### src/rtl/hp_slot_pkg.sv
package hp_slot_pkg;
  localparam int SLOTS  = 32;
  localparam int SLOT_W = 5;
  localparam int DW     = 32;
  localparam int AW     = 5;

  // word index = req_addr[4:2]
  localparam logic [2:0] WRD_INS = 3'd0;
  localparam logic [2:0] WRD_REM = 3'd1;
  localparam logic [2:0] WRD_EJ  = 3'd2;
  localparam logic [2:0] WRD_EN  = 3'd3;
  localparam logic [2:0] WRD_SEL = 3'd4;

  function automatic logic [SLOTS-1:0] slot_bit(input logic [SLOT_W-1:0] s);
    return SLOTS'(1) << s;
  endfunction
endpackage

### src/rtl/hp_lowbit.sv
module hp_lowbit #(
  parameter int W  = 32,
  parameter int IW = 5
) (
  input  logic [W-1:0]  vec_i,
  output logic          any_o,
  output logic [IW-1:0] idx_o
);
  always_comb begin
    any_o = |vec_i;
    idx_o = '0;
    for (int i = W - 1; i >= 0; i--) begin
      if (vec_i[i]) idx_o = IW'(i);
    end
  end
endmodule

### src/rtl/hp_bus_state.sv
module hp_bus_state #(
  parameter int W = 32
) (
  input  logic         clk,
  input  logic         rst,
  input  logic [W-1:0] fixed_i,
  input  logic [W-1:0] set_up_i,
  input  logic [W-1:0] set_dn_i,
  input  logic [W-1:0] clr_i,
  input  logic         rd_clr_i,
  input  logic         reload_i,
  output logic [W-1:0] up_o,
  output logic [W-1:0] dn_o,
  output logic [W-1:0] en_o
);
  always_ff @(posedge clk) begin
    if (rst) begin
      up_o <= '0;
      dn_o <= '0;
      en_o <= ~fixed_i;
    end else begin
      // set terms applied last: a notification beats a clear
      up_o <= (up_o & ~clr_i & {W{~rd_clr_i}}) | set_up_i;
      dn_o <= (dn_o & ~clr_i) | set_dn_i;
      if (reload_i) en_o <= ~fixed_i;
    end
  end
endmodule

### src/rtl/hp_drain_seq.sv
module hp_drain_seq #(
  parameter int NBUS  = 4,
  parameter int BUS_W = 2,
  parameter int W     = 32,
  parameter int SW    = 5
) (
  input  logic             clk,
  input  logic             rst,
  input  logic             start_i,
  input  logic [W-1:0]     dn_i [NBUS],
  output logic             busy_o,
  output logic             ej_valid_o,
  output logic [BUS_W-1:0] ej_bus_o,
  output logic [SW-1:0]    ej_slot_o,
  output logic             reload_o
);
  logic [BUS_W-1:0] ptr_q;
  logic [W-1:0]     cur;
  logic             any;
  logic [SW-1:0]    idx;
  logic             last;

  assign cur  = dn_i[ptr_q];
  assign last = (ptr_q == BUS_W'(NBUS - 1));

  hp_lowbit #(.W(W), .IW(SW)) u_low (.vec_i(cur), .any_o(any), .idx_o(idx));

  assign ej_valid_o = busy_o & any;
  assign ej_bus_o   = ptr_q;
  assign ej_slot_o  = idx;
  assign reload_o   = busy_o & ~any & last;

  always_ff @(posedge clk) begin
    if (rst) begin
      busy_o <= 1'b0;
      ptr_q  <= '0;
    end else if (!busy_o) begin
      if (start_i) begin
        busy_o <= 1'b1;
        ptr_q  <= '0;
      end
    end else if (!any) begin
      if (last) busy_o <= 1'b0;
      else      ptr_q  <= ptr_q + 1'b1;
    end
  end
endmodule

### src/rtl/hp_slot_bank.sv
module hp_slot_bank
  import hp_slot_pkg::*;
#(
  parameter int NBUS = 4,
  localparam int BUS_W = (NBUS > 1) ? $clog2(NBUS) : 1
) (
  input  logic                  clk,
  input  logic                  rst,
  input  logic                  legacy_mode,
  input  logic [NBUS*SLOTS-1:0] fixed_mask,
  input  logic                  plat_reset,
  input  logic                  req_valid,
  input  logic                  req_write,
  input  logic [AW-1:0]         req_addr,
  input  logic [3:0]            req_be,
  input  logic [DW-1:0]         req_wdata,
  output logic                  rsp_valid,
  output logic [DW-1:0]         rsp_rdata,
  input  logic                  plug_valid,
  input  logic                  plug_boot,
  input  logic [BUS_W-1:0]      plug_bus,
  input  logic [SLOT_W-1:0]     plug_slot,
  input  logic                  unplug_valid,
  input  logic [BUS_W-1:0]      unplug_bus,
  input  logic [SLOT_W-1:0]     unplug_slot,
  output logic                  hp_event,
  output logic                  eject_valid,
  output logic [BUS_W-1:0]      eject_bus,
  output logic [SLOT_W-1:0]     eject_slot,
  output logic                  drain_busy
);
  localparam logic [BUS_W:0] NBUS_V = (BUS_W + 1)'(NBUS);

  logic [SLOTS-1:0] up_a [NBUS];
  logic [SLOTS-1:0] dn_a [NBUS];
  logic [SLOTS-1:0] en_a [NBUS];

  logic [DW-1:0]    sel_q;
  logic             sel_ok;
  logic [BUS_W-1:0] sel_idx;
  logic [2:0]       word;
  logic             acc_ok, rd_acc, wr_acc;
  logic             plug_hit, unplug_hit;

  assign sel_ok  = (sel_q < DW'(NBUS));
  assign sel_idx = sel_q[BUS_W-1:0];
  assign word    = req_addr[4:2];
  assign acc_ok  = req_valid && (req_be == 4'hF) && (req_addr[1:0] == 2'b00) && !drain_busy;
  assign rd_acc  = acc_ok && !req_write;
  assign wr_acc  = acc_ok && req_write;

  assign plug_hit   = plug_valid && !plug_boot && ({1'b0, plug_bus} < NBUS_V);
  assign unplug_hit = unplug_valid && ({1'b0, unplug_bus} < NBUS_V);

  // eject from a host write
  logic              wd_any;
  logic [SLOT_W-1:0] wd_slot;
  logic              wr_ej;
  hp_lowbit #(.W(DW), .IW(SLOT_W)) u_wlow (.vec_i(req_wdata), .any_o(wd_any), .idx_o(wd_slot));
  assign wr_ej = wr_acc && (word == WRD_EJ) && sel_ok && wd_any;

  // eject from the drain sequencer
  logic              dr_ej, dr_reload;
  logic [BUS_W-1:0]  dr_bus;
  logic [SLOT_W-1:0] dr_slot;
  hp_drain_seq #(.NBUS(NBUS), .BUS_W(BUS_W), .W(SLOTS), .SW(SLOT_W)) u_drain (
    .clk(clk), .rst(rst), .start_i(plat_reset), .dn_i(dn_a),
    .busy_o(drain_busy), .ej_valid_o(dr_ej), .ej_bus_o(dr_bus),
    .ej_slot_o(dr_slot), .reload_o(dr_reload)
  );

  logic              ej_go;
  logic [BUS_W-1:0]  ej_bus_c;
  logic [SLOT_W-1:0] ej_slot_c;
  assign ej_go     = wr_ej || dr_ej;
  assign ej_bus_c  = dr_ej ? dr_bus  : sel_idx;
  assign ej_slot_c = dr_ej ? dr_slot : wd_slot;

  generate
    for (genvar b = 0; b < NBUS; b++) begin : g_bus
      logic [SLOTS-1:0] set_up, set_dn, clr;
      logic             rd_clr;
      assign set_up = (plug_hit && plug_bus == BUS_W'(b)) ? slot_bit(plug_slot) : '0;
      assign set_dn = (unplug_hit && unplug_bus == BUS_W'(b)) ? slot_bit(unplug_slot) : '0;
      assign clr    = (ej_go && ej_bus_c == BUS_W'(b)) ? slot_bit(ej_slot_c) : '0;
      assign rd_clr = rd_acc && (word == WRD_INS) && sel_ok && !legacy_mode &&
                      (sel_idx == BUS_W'(b));
      hp_bus_state #(.W(SLOTS)) u_state (
        .clk(clk), .rst(rst), .fixed_i(fixed_mask[b*SLOTS +: SLOTS]),
        .set_up_i(set_up), .set_dn_i(set_dn), .clr_i(clr),
        .rd_clr_i(rd_clr), .reload_i(dr_reload),
        .up_o(up_a[b]), .dn_o(dn_a[b]), .en_o(en_a[b])
      );
    end
  endgenerate

  // select register
  always_ff @(posedge clk) begin
    if (rst) sel_q <= '0;
    else if (wr_acc && word == WRD_SEL) sel_q <= legacy_mode ? '0 : req_wdata;
  end

  // read mux
  logic [DW-1:0] rd_val;
  always_comb begin
    rd_val = '0;
    if (rd_acc && sel_ok) begin
      case (word)
        WRD_INS: rd_val = up_a[sel_idx];
        WRD_REM: rd_val = dn_a[sel_idx];
        WRD_EN:  rd_val = en_a[sel_idx];
        WRD_SEL: rd_val = sel_q;
        default: rd_val = '0;
      endcase
    end
  end

  // registered outputs
  always_ff @(posedge clk) begin
    if (rst) begin
      rsp_valid   <= 1'b0;
      rsp_rdata   <= '0;
      hp_event    <= 1'b0;
      eject_valid <= 1'b0;
      eject_bus   <= '0;
      eject_slot  <= '0;
    end else begin
      rsp_valid   <= req_valid && !req_write;
      rsp_rdata   <= rd_val;
      hp_event    <= plug_hit || unplug_hit;
      eject_valid <= ej_go;
      if (ej_go) begin
        eject_bus  <= ej_bus_c;
        eject_slot <= ej_slot_c;
      end
    end
  end
endmodule

### config.mk
export PLATFORM = sky130hd
export DESIGN_NAME = hp_slot_bank
export DESIGN_NICKNAME = d
export VERILOG_FILES = /design/src/rtl/hp_slot_pkg.sv /design/src/rtl/hp_lowbit.sv /design/src/rtl/hp_bus_state.sv /design/src/rtl/hp_drain_seq.sv /design/src/rtl/hp_slot_bank.sv
export SDC_FILE = /design/constraint.sdc
export NUM_CORES = 1
export LEC_CHECK = 0
export ABC_AREA = 1
export CAP_MARGIN = 30
export CORE_ASPECT_RATIO = 0.7
export CORE_UTILIZATION = 38
export DETAILED_ROUTE_END_ITERATION = 10
export DONT_BUFFER_PORTS = 1
export PLACE_DENSITY = 0.55
export RECOVER_POWER = 25
export SLEW_MARGIN = 20
export SYNTH_ARGS = -nofsm -noshare
export SYNTH_HDL_FRONTEND = slang
export SYNTH_SLANG_ARGS = --single-unit
### constraint.sdc
create_clock -name clk -period 5.05 [get_ports clk]
set_clock_uncertainty 0.05 [all_clocks]
set_input_delay 1.01 -clock clk [delete_from_list [all_inputs] [get_ports clk]]
set_output_delay 1.01 -clock clk [all_outputs]
set_load 0.05 [all_outputs]
### After elaboration in Yosys (flattened, before gate mapping)

Cells that the tools add are included.

| operators by class | value |
|---|---|
| equal/unequal tests | 20 |
| $lt $le $gt $ge | 3 |
| shift-type cells | 3 |
| mux-type cells | 108 |
| bitwise gates (word level) | 39 |
| add/sub/neg operators | 1 |
| reduce and logical (&&, ||, !) cells | 49 |

Operator list:

| operator | count |
|---|---|
| $mux W32 | 29 |
| $and A32 B32 Y32 | 12 |
| $mux W5 | 65 |
| $bmux W32 S2 | 4 |
| $not A32 Y32 | 8 |
| $or A32 B32 Y32 | 8 |
| $pmux W32 S4 | 1 |
| $shl A1 B5 Y32 const A | 3 |
| $reduce_or A32 Y1 | 2 |
| $lt A32 B3 Y1 const B | 1 |
| $logic_and A1 B1 Y1 | 31 |
| $eq A2 B2 Y1 const B | 9 |
| $logic_not A2 Y1 | 5 |
| $mux W2 | 5 |
| $eq A2 B1 Y1 const B | 4 |
| $eq A3 B2 Y1 const B | 2 |
| $ge A3 B3 Y1 const B | 2 |
| $not A1 Y1 | 6 |
| $not A2 Y3 | 2 |
| $eq A4 B4 Y1 const B | 1 |
| $logic_not A1 Y1 | 4 |
| $mux W1 | 4 |
| $ne A2 B2 Y1 const B | 2 |
| $reduce_bool A2 Y1 | 2 |
| other kinds (8) | 11 |

| storage, ports and cells | value |
|---|---|
| bits of input ports | 192 |
| flip-flop bits (word level) | 461 |
| logic and storage cells | 244 |
| output and inout port bits | 43 |

### Logic depth before layout (Yosys ltp)

Gate-level depths: netlist (run 1).

| logic depth | value |
|---|---|
| depth after elaboration | 43 |
| mapped depth | 42 |
| gate-level depth less buffers | 41 |

### Modules after synthesis

Synthesis (run 1) repeated with hierarchy kept, for this count alone.

| unflattened totals | value |
|---|---|
| cell total of the unflattened synthesis | 3701 |
| area, all modules | 25349.3 um^2 |

Modules (own cells, without submodules):

| module | times used | cells an instance | sequential area each (um^2) | area each (um^2) |
|---|---|---|---|---|
| hp_bus_state | 4 | 363 | 2242.2 | 3633.5 |
| hp_slot_bank | 1 | 1826 | 1481.4 | 8807.2 |
| hp_drain_seq | 1 | 209 | 60.1 | 1067.3 |
| hp_lowbit | 2 | 107 | 0.0 | 470.5 |

### Worst setup path after synthesis (run 1)

OpenSTA, ideal clock, no wires.

| timing | value |
|---|---|
| path type | reg2reg |
| start | register u_drain.ptr_q[1] (netlist: u_drain.ej_bus_o[1]) |
| end | register g_bus[0].u_state.en_o[0], enable pin |
| library setup time | 493 ps |
| period minus slack after synthesis | 5134 ps |
| cell stages (with the launch flop) | 15 |
| path buffers | 3 |
| data required time | 4507 ps |
| data arrival time | 4590 ps |
| path slack | -84 ps |
| path through | dfxtp_1 > inv_2 > buf_4 > buf_4 > buf_2 > a21oi_1 > a32o_1 > nand2_1 > nor2_2 > nand2_1 > nor2_1 > inv_2 > nor2_1 > nand2_1 > nand2_1 |

| between the ends | value |
|---|---|
| word-level cells in the longest chain between the ends | 9 |
| elaborated cells between the ends (all ways) | 10 |
| classes of those cells | eq/ne: 1; mux: 3; bitwise: 4; reduce/logical: 2 |

Ends and longest elaborated chain:

| item | RTL line | text |
|---|---|---|
| from (decl) | hp_drain_seq.sv:17 | `logic [BUS_W-1:0] ptr_q;` |
| from (signal assigned) | hp_drain_seq.sv:44 | `else ptr_q <= ptr_q + 1'b1;` |
| $not A2 Y3 (implied by the code) | hp_drain_seq.sv:23 | `assign cur = dn_i[ptr_q];` |
| $bmux W32 S2 | hp_drain_seq.sv:23 |  |
| $mux W32 (implied by the code) (2 in series) | hp_drain_seq.sv:23 |  |
| $reduce_or A32 Y1 | hp_lowbit.sv:10 | `any_o = \|vec_i;` |
| $not A1 Y1 | hp_drain_seq.sv:31 | `assign reload_o = busy_o & ~any & last;` |
| $and A1 B1 Y1 | hp_drain_seq.sv:31 |  |
| $and A1 B1 Y1 * | hp_drain_seq.sv:31 |  |
| $reduce_bool A2 Y1 (no source line) * | - |  |
| to (signal assigned) | hp_bus_state.sv:20 | `en_o <= ~fixed_i;` |
| to (signal assigned) | hp_bus_state.sv:25 | `if (reload_i) en_o <= ~fixed_i;` |
| to (decl) | hp_bus_state.sv:14 | `output logic [W-1:0] en_o` |

Mark *: on every way between the ends. The rest lies on a longest branch, timed or not. The select of a mux whose other input is x is not followed.
A chain may end at the register's enable or synchronous reset.

### Worst setup path after layout (run 1)

| timing | value |
|---|---|
| start | register u_drain.ptr_q[1] (netlist: u_drain.ej_bus_o[1]) |
| end | register g_bus[2].u_state.dn_o[25] |

| between the ends | value |
|---|---|
| word-level cells in the longest chain between the ends | 42 |
| elaborated cells between the ends (all ways) | 48 |
| classes of those cells | eq/ne: 1; shift: 1; mux: 38; bitwise: 5; reduce/logical: 3 |

Ends and longest elaborated chain:

| item | RTL line | text |
|---|---|---|
| $not A2 Y3 (implied by the code) | hp_drain_seq.sv:23 |  |
| $bmux W32 S2 | hp_drain_seq.sv:23 |  |
| $mux W32 (implied by the code) (2 in series) | hp_drain_seq.sv:23 |  |
| $mux W5 (32 in series) | hp_lowbit.sv:13 | `if (vec_i[i]) idx_o = IW'(i);` |
| $mux W5 | hp_slot_bank.sv:77 | `assign ej_slot_c = dr_ej ? dr_slot : wd_slot;` |
| $shl A1 B5 Y32 | hp_slot_pkg.sv:15 | `return SLOTS'(1) << s;` |
| $mux W32 * | hp_slot_bank.sv:85 | `assign clr = (ej_go && ej_bus_c == BUS_W'(b)) ? slot_bit(ej_slot_c) : '0;` |
| $not A32 Y32 * | hp_bus_state.sv:24 | `dn_o <= (dn_o & ~clr_i) \| set_dn_i;` |
| $and A32 B32 Y32 * | hp_bus_state.sv:24 |  |
| $or A32 B32 Y32 * | hp_bus_state.sv:24 |  |
| to (signal assigned) | hp_bus_state.sv:24 |  |
| to (decl) | hp_bus_state.sv:13 | `output logic [W-1:0] dn_o,` |

Marks and branches as above.

==> results.ini, run 1 <==
[floorplan]
die_h_um=205
die_w_um=293
dieArea_mm2=0.0601
rows=74
start_util_pct=38.5
core_mm2=0.0583
io-pin-count=235

[timing]
hold_viol_final=0
finalWorstSetupSlack_ns=0.569
fmax_ghz=0.223
slew_viol_final=47
fin_crit_sh_pct=88.7
slew_headroom_pct=-26.5
finalSetupViolCount=0
fin_setup_tns_ns=0
hold-worst-slack_ns=0.430
tightest_slew_ns=1.90
grt_setup_unrepaired=false
finalCriticalPeriod_ns=4.48

[global_routing]
grt_pass1_wl_um=135000
grt_pass1_vias=20400
antenna_found_initial=2
grt_max_degree=296
gr-total-overflow=0
grt_usage_pct=30.2

[setup_path]
path_delay_family=simple AND/OR/NAND/NOR gates
crit_top_cell=nor2_1
endpoint_kind=flop
cp_data_arrival_time_ns=4.86
cp.required_ns=5.43
max_stage_delay_ns=0.55
critPathLaunchType=flop
worstPathCellList=inv_2 > buf_12 > a32o_1 > nand2_1 > nor2_1 > nand2_1 > nor2_1 > inv_2 > nor2_1 > nor2_1 > buf_4 > nor2_1 > o21ai_1 > nand2_1 > nand3_1 > nor2_2 > nand3_1 > nand2_1 > a21oi_1
worstSetupPathType=reg -> reg
critPathSlowestCell=inv_2
cp_max_fo=32
critPathBufInv=4

[synth]
synth_cells=3074
synth-seq-cells=461
synth_area_mm2=0.0225
synth_fp_nets=3267
synth_cell_types=39
seq_area_frac_synth_pct=46.8
synth.yosys.warnings=0
avgSynthCellArea_um2=7.30

[clocking]
cts_sinks=461
postCtsSetupBuffers=0
hold_buffers=0
clk_path_buf_depth=3
ctsRootBufferMaster=clkbuf_16
clk_pin_slew_ns=0.06
cts_tree=built
cts_buffers=48
worstSkewPairLatency_ns=0.59
cts_resized=0
cts_max_level=2

[drt]
drtIter0Drc=3247
route.detailed.wl_per_inst_um=24.6
drc=0
firstDrtPassIters=6
finalWirelength_um=92900
drtAntennaViolNets=0
vias=22200
avgViaCountPerCell=5.88

[pwr]
power.density_mw_per_mm2=334
p_seq_share_pct=47.2
internal_power_mw=6.19
swShare_pct=25.7
p_switching_mw=2.14
clockPowerShare_pct=44.8
p_leak_nw=9.77
combPwrFrac_pct=8.1
ir_worst_vdd_v=0.000226
totalPowerFinal_mw=8.32

[final_layout]
final_core_util_pct=42.8
finish.instance_area_mm2=0.0249
area_growth_pct=11.1
final_common_cell=nand2_1
fin_cells=3780
final_cell_mix=1017 x nand2_1, 356 x a21oi_1, 333 x inv_1, 332 x dfxtp_1, 192 x a22oi_1
drive_gt1_share_pct=5.79
insertedDiodeCount=0
final_nets=3174

[placement]
post-place-cells=3689
place_area_mm2=0.0233
port_buffers=0
dpl.hpwl_um=61000
place_ws_ns=0.786
gp_congestion=0.943

[status]
violations=capacitance limit, slew limit
status=finished with violations

[min_path]
hold_path_class=reg -> reg

[job]
max_cap_viol_count=1

-- cells by family after synthesis --
group,synth area share [%]
and+or+nand+nor,25.3
AOI/OAI and AO/OA,18.6
buffers and inverters,9.25
DFF,46.8
adders and majority gates,0.0557
-- power groups by stage --
stage / clock [mW] / combinational, mW / sequential [mW]
6_report: 3.73 / 0.671 / 3.93
5_1_grt: 3.93 / 0.711 / 3.93
4_1_cts: 3.77 / 0.646 / 3.93
3_5_place_dp: 0 / 0.644 / 4.01
3_3_place_gp: 0 / 0.638 / 4.01
2_1_floorplan: 0 / 0.455 / 4.00
-- routing by layer --
layer  up-vias  track usage [%]  wire length, µm
li1      10000                -                -
met1     10700             44.3            40300
met2      1323             45.2            39700
met3       186             5.95            10600
met4         2             7.20             2260
met5         -                0               13
-- Yosys cell counts (all sizes together) --
cell type  number  area share (%)
a311oi          1           0.039
o22ai           1           0.056
inv           339             5.7
ha              1           0.056
a31o            1           0.039
o21bai          4            0.13
o31ai           2           0.067
nand4          32            0.89
nand3         151             3.4
a22o            1           0.039
dfxtp         333              30
nor4            9            0.25
nand2        1018              17
and3            1           0.028
nor3           28            0.62
o21ai          13            0.29
a41oi           1           0.039
clkinv          1           0.017
a22oi         193             6.5
o211ai          3            0.10
a32oi           1           0.039
a211o           1           0.039
a21oi         356             7.9
edfxtp        128              17
nor2          163             3.1
clkbuf        153             2.6
a211oi         34             1.1
buf            44             1.0
a31oi          35             1.0
a32o           26             1.2
-- worst min-delay path, delay by kind of cell, from the launching register on --
kind | cells | cell delay (ns)
DFF | 1 | 0.32
and+or+nand+nor | 1 | 0.06
AOI/OAI and AO/OA | 1 | 0.05
-- worst paths after layout --
check	from	endpoint	slack, ns	cells past startpoint
max	u_drain.ej_bus_o[1]	g_bus[2].u_state.dn_o[25]	0.57	19
max reg2reg	u_drain.ej_bus_o[1]	g_bus[2].u_state.dn_o[25]	0.57	19
min reg2reg	g_bus[0].u_state.dn_o[24]	g_bus[0].u_state.dn_o[24]	0.43	2
min	g_bus[0].u_state.dn_o[24]	g_bus[0].u_state.dn_o[24]	0.43	2
-- state kept, by name, indices dropped and copies added, names as in the netlist --
signal	flops
eject_bus	2
g_bus.u_state.en_o	128
eject_slot	5
sel_q	32
g_bus.u_state.dn_o	128
eject_valid	1
rsp_valid	1
g_bus.u_state.up_o	128
rsp_rdata	32
u_drain.ej_bus_o	2
hp_event	1
u_drain.busy_o	1
-- layout make-up --
class,count,area [µm²]
Clock buffer,66,1360
Clock inverter,23,269
Fill cell,5879,33400
Inverter,340,1280
Multi-Input combinational cell,2076,9960
Sequential cell,461,10500
Tap cell,760,951
Timing Repair Buffer,54,606
Power figures use the tool's default switching activity.
==> inputs of run 2 (changes only) <==
SYNTH_HIERARCHICAL = 1   (was not set)
==> run 2 against run 1 <==
The flow now finishes without violations. Cell area up 11%. Hold slack worse by 0.018 ns. Clock power fell by 7.5%. Non-clock buffer count up 13. Count of clock-buffer cells in the layout decreased by 8. Combinational power increased by 17%. Worst setup slack worse by 0.32 ns. Critical path depth decreased by 1. Sequential power about the same. Final cell count is 20% higher. Largest cell class is now multi-input combinational cells.
==> results.ini, run 2 <==
[drt]
avgViaCountPerCell=5.30
drtIter0Drc=3058
finalWirelength_um=96400
route.detailed.wl_per_inst_um=21.3
firstDrtPassIters=6
vias=24000
drtAntennaViolNets=0
drc=0

[timing]
fmax_ghz=0.208
finalCriticalPeriod_ns=4.80
grt_setup_unrepaired=true
hold_viol_final=0
tightest_slew_ns=1.23
finalSetupViolCount=0
hold-worst-slack_ns=0.411
slew_viol_final=0
slew_headroom_pct=18.1
fin_crit_sh_pct=95.0

[synth]
synth_fp_nets=3894
synth-simple-area-share_pct=30.7
synth_top_family_by_area=simple AND/OR/NAND/NOR gates
ys.flop_type=dfxtp_1
yosys-top-cells-area=dfxtp_1 26%, edfxtp_1 15%, nor2_1 11%, nand2_1 10%, a21oi_1 7.2%
synthAdderAreaFrac_pct=0.0494
synth_cell_types=39
synth-seq-cells=461
avgSynthCellArea_um2=6.85
seq_area_frac_synth_pct=41.5
async_flop_share_pct=0
synth_edf_count=128
muxShareOfSynthArea_pct=0
synth.yosys.warnings=6
synth_area_mm2=0.0253
yosys.cell_count.top_type=nor2_1
synth_top_cell_by_area=dfxtp_1
synthXorXnorAreaFrac_pct=0
synth_cells=3701
synth_top_cell_area_share_pct=26.3
synth_compound_gate_area_share_pct=16.0
yosys-top-cells-count=757 x nor2_1, 689 x nand2_1, 474 x inv_1

[job]
max_cap_viol_count=0

[setup_path]
cp.required_ns=5.51
critPathBufInv=6
endpoint_kind=flop
max_stage_delay_ns=0.66
cp_data_arrival_time_ns=5.26
path_delay_family=simple AND/OR/NAND/NOR gates
cp_max_fo=44
worstPathCellList=inv_2 > buf_12 > o21ai_1 > o22ai_1 > nor4_1 > inv_1 > nor2_1 > nand3_1 > nand2_1 > inv_1 > buf_4 > o21ai_2 > inv_2 > nand2_1 > nor2_1 > nor2_2 > nand2_2 > a21oi_2
critPathSlowestCell=o21ai_2
critPathLaunchType=flop
worstSetupPathType=reg -> reg
startpoint=u_drain/ej_bus_o[0]
r2r-start=u_drain/ej_bus_o[0]

[placement]
gp_congestion=0.933
port_buffers=0
place_area_mm2=0.0260
dpl.hpwl_um=60800

[floorplan]
die_w_um=311
io-pin-count=235
die_h_um=218
start_util_pct=38.8
rows=78
core_mm2=0.0654
dieArea_mm2=0.0678

[final_layout]
register_area_mm2=0.0105
drive_gt1_share_pct=15.4
insertedDiodeCount=0
final_cell_mix=740 x nor2_1, 688 x nand2_1, 474 x inv_1, 366 x a21oi_1, 330 x dfxtp_1
area_growth_pct=9.04
finish.instance_area_mm2=0.0276
final_nets=3799
final_core_util_pct=42.3
nFillCells=6975
final_common_cell=nor2_1
largestRegisters=g_bus.u_state/dn_o (128), g_bus.u_state/en_o (128), g_bus.u_state/up_o (128)
multi_input_area_mm2=0.0120

[clocking]
ctsRootBufferMaster=clkbuf_16
cts_tree=built
worstSkewPairLatency_ns=0.59
postCtsSetupBuffers=0
cts_buffers=45
cts_max_level=2
clk_pin_slew_ns=0.07
cts_sinks=461
clk_path_buf_depth=3

[min_path]
hold_path_class=reg -> reg
min_from=g_bus[1].u_state/up_o[5]

[global_routing]
grt_pass1_wl_um=141000
grt_usage_pct=27.6
antenna_found_initial=0
gr-total-overflow=0
grt_pass1_vias=21500
grt_max_degree=299

[pwr]
p_leak_nw=9.64
p_switching_mw=2.20
swShare_pct=26.8
clockPowerShare_pct=42.1
internal_power_mw=6.00
p_seq_share_pct=48.3
power.density_mw_per_mm2=297
ir_worst_vdd_v=0.000211
combPwrFrac_pct=9.6

[status]
status=complete, no violations

run 2: worst paths after layout:
kind / end / slack [ns] / depth (start not counted)
min: g_bus[1].u_state/up_o[5] / 0.41 / 2
max reg2reg: g_bus[0].u_state/up_o[19] / 0.25 / 18
max: g_bus[0].u_state/up_o[19] / 0.25 / 18
min reg2reg: g_bus[1].u_state/up_o[5] / 0.41 / 2
run 2: worst min-delay path: stages (launching register included):
cell	delay (ns)
dfxtp_1	0.32
nand2_2	0.07
a21oi_2	0.04
run 2: cells by family (layout without fill, tap and decap cells):
| group | after synthesis | after routing |
|---|---|---|
| and+or+nand+nor | 1836 | 1836 |
| buffers and inverters | 702 | 643 |
| AOI/OAI and AO/OA | 701 | 701 |
| DFF | 461 | 461 |
| adders and majority gates | 1 | 1 |
run 2: area by class of cell:
| type | instances | share of cell area, % |
|---|---|---|
| Clock buffer | 58 | 4.59 |
| Sequential cell | 461 | 38.1 |
| Timing Repair Buffer | 67 | 2.53 |
| Clock inverter | 25 | 0.652 |
| Multi-Input combinational cell | 2538 | 43.3 |
| Inverter | 493 | 6.92 |
| Tap cell | 880 | 3.98 |
run 2: timing repair:
item	in CTS	in global routing
resized for setup	0	14
hold buffers	0	0
endpoints found under the setup margin	0	92
run 2: stage by stage:
| step | power (mW) | setup TNS, ns | setup slack (ns) | instances |
|---|---|---|---|---|
| finish | 8.20 | 0 | 0.250 | 4522 |
| global route | 8.42 | -0.00292 | -0.00292 | 4522 |
| CTS | 8.17 | 0 | 0.328 | 4516 |
| detailed placement | 4.77 | 0 | 0.369 | 4433 |
| global placement | 4.77 | 0 | 0.363 | 4431 |
| floorplan | 4.56 | 0 | 1.38 | 3701 |
run 2: layer usage:
metal	up-vias	track usage (%)	part of all wire (%)
met5	-	0	0
met4	0	6.04	2.0
met3	127	4.53	11
met2	1317	40.8	42
met1	11200	41.7	45
li1	11400	-	-
run 2: power by group through the flow:
stage / combinational, mW / clock, mW / sequential (mW)
after floorplan: 0.525 / 0 / 4.03
after global placement: 0.730 / 0 / 4.04
after detailed placement: 0.733 / 0 / 4.04
after CTS: 0.735 / 3.48 / 3.96
after global routing: 0.834 / 3.62 / 3.97
final: 0.787 / 3.45 / 3.96
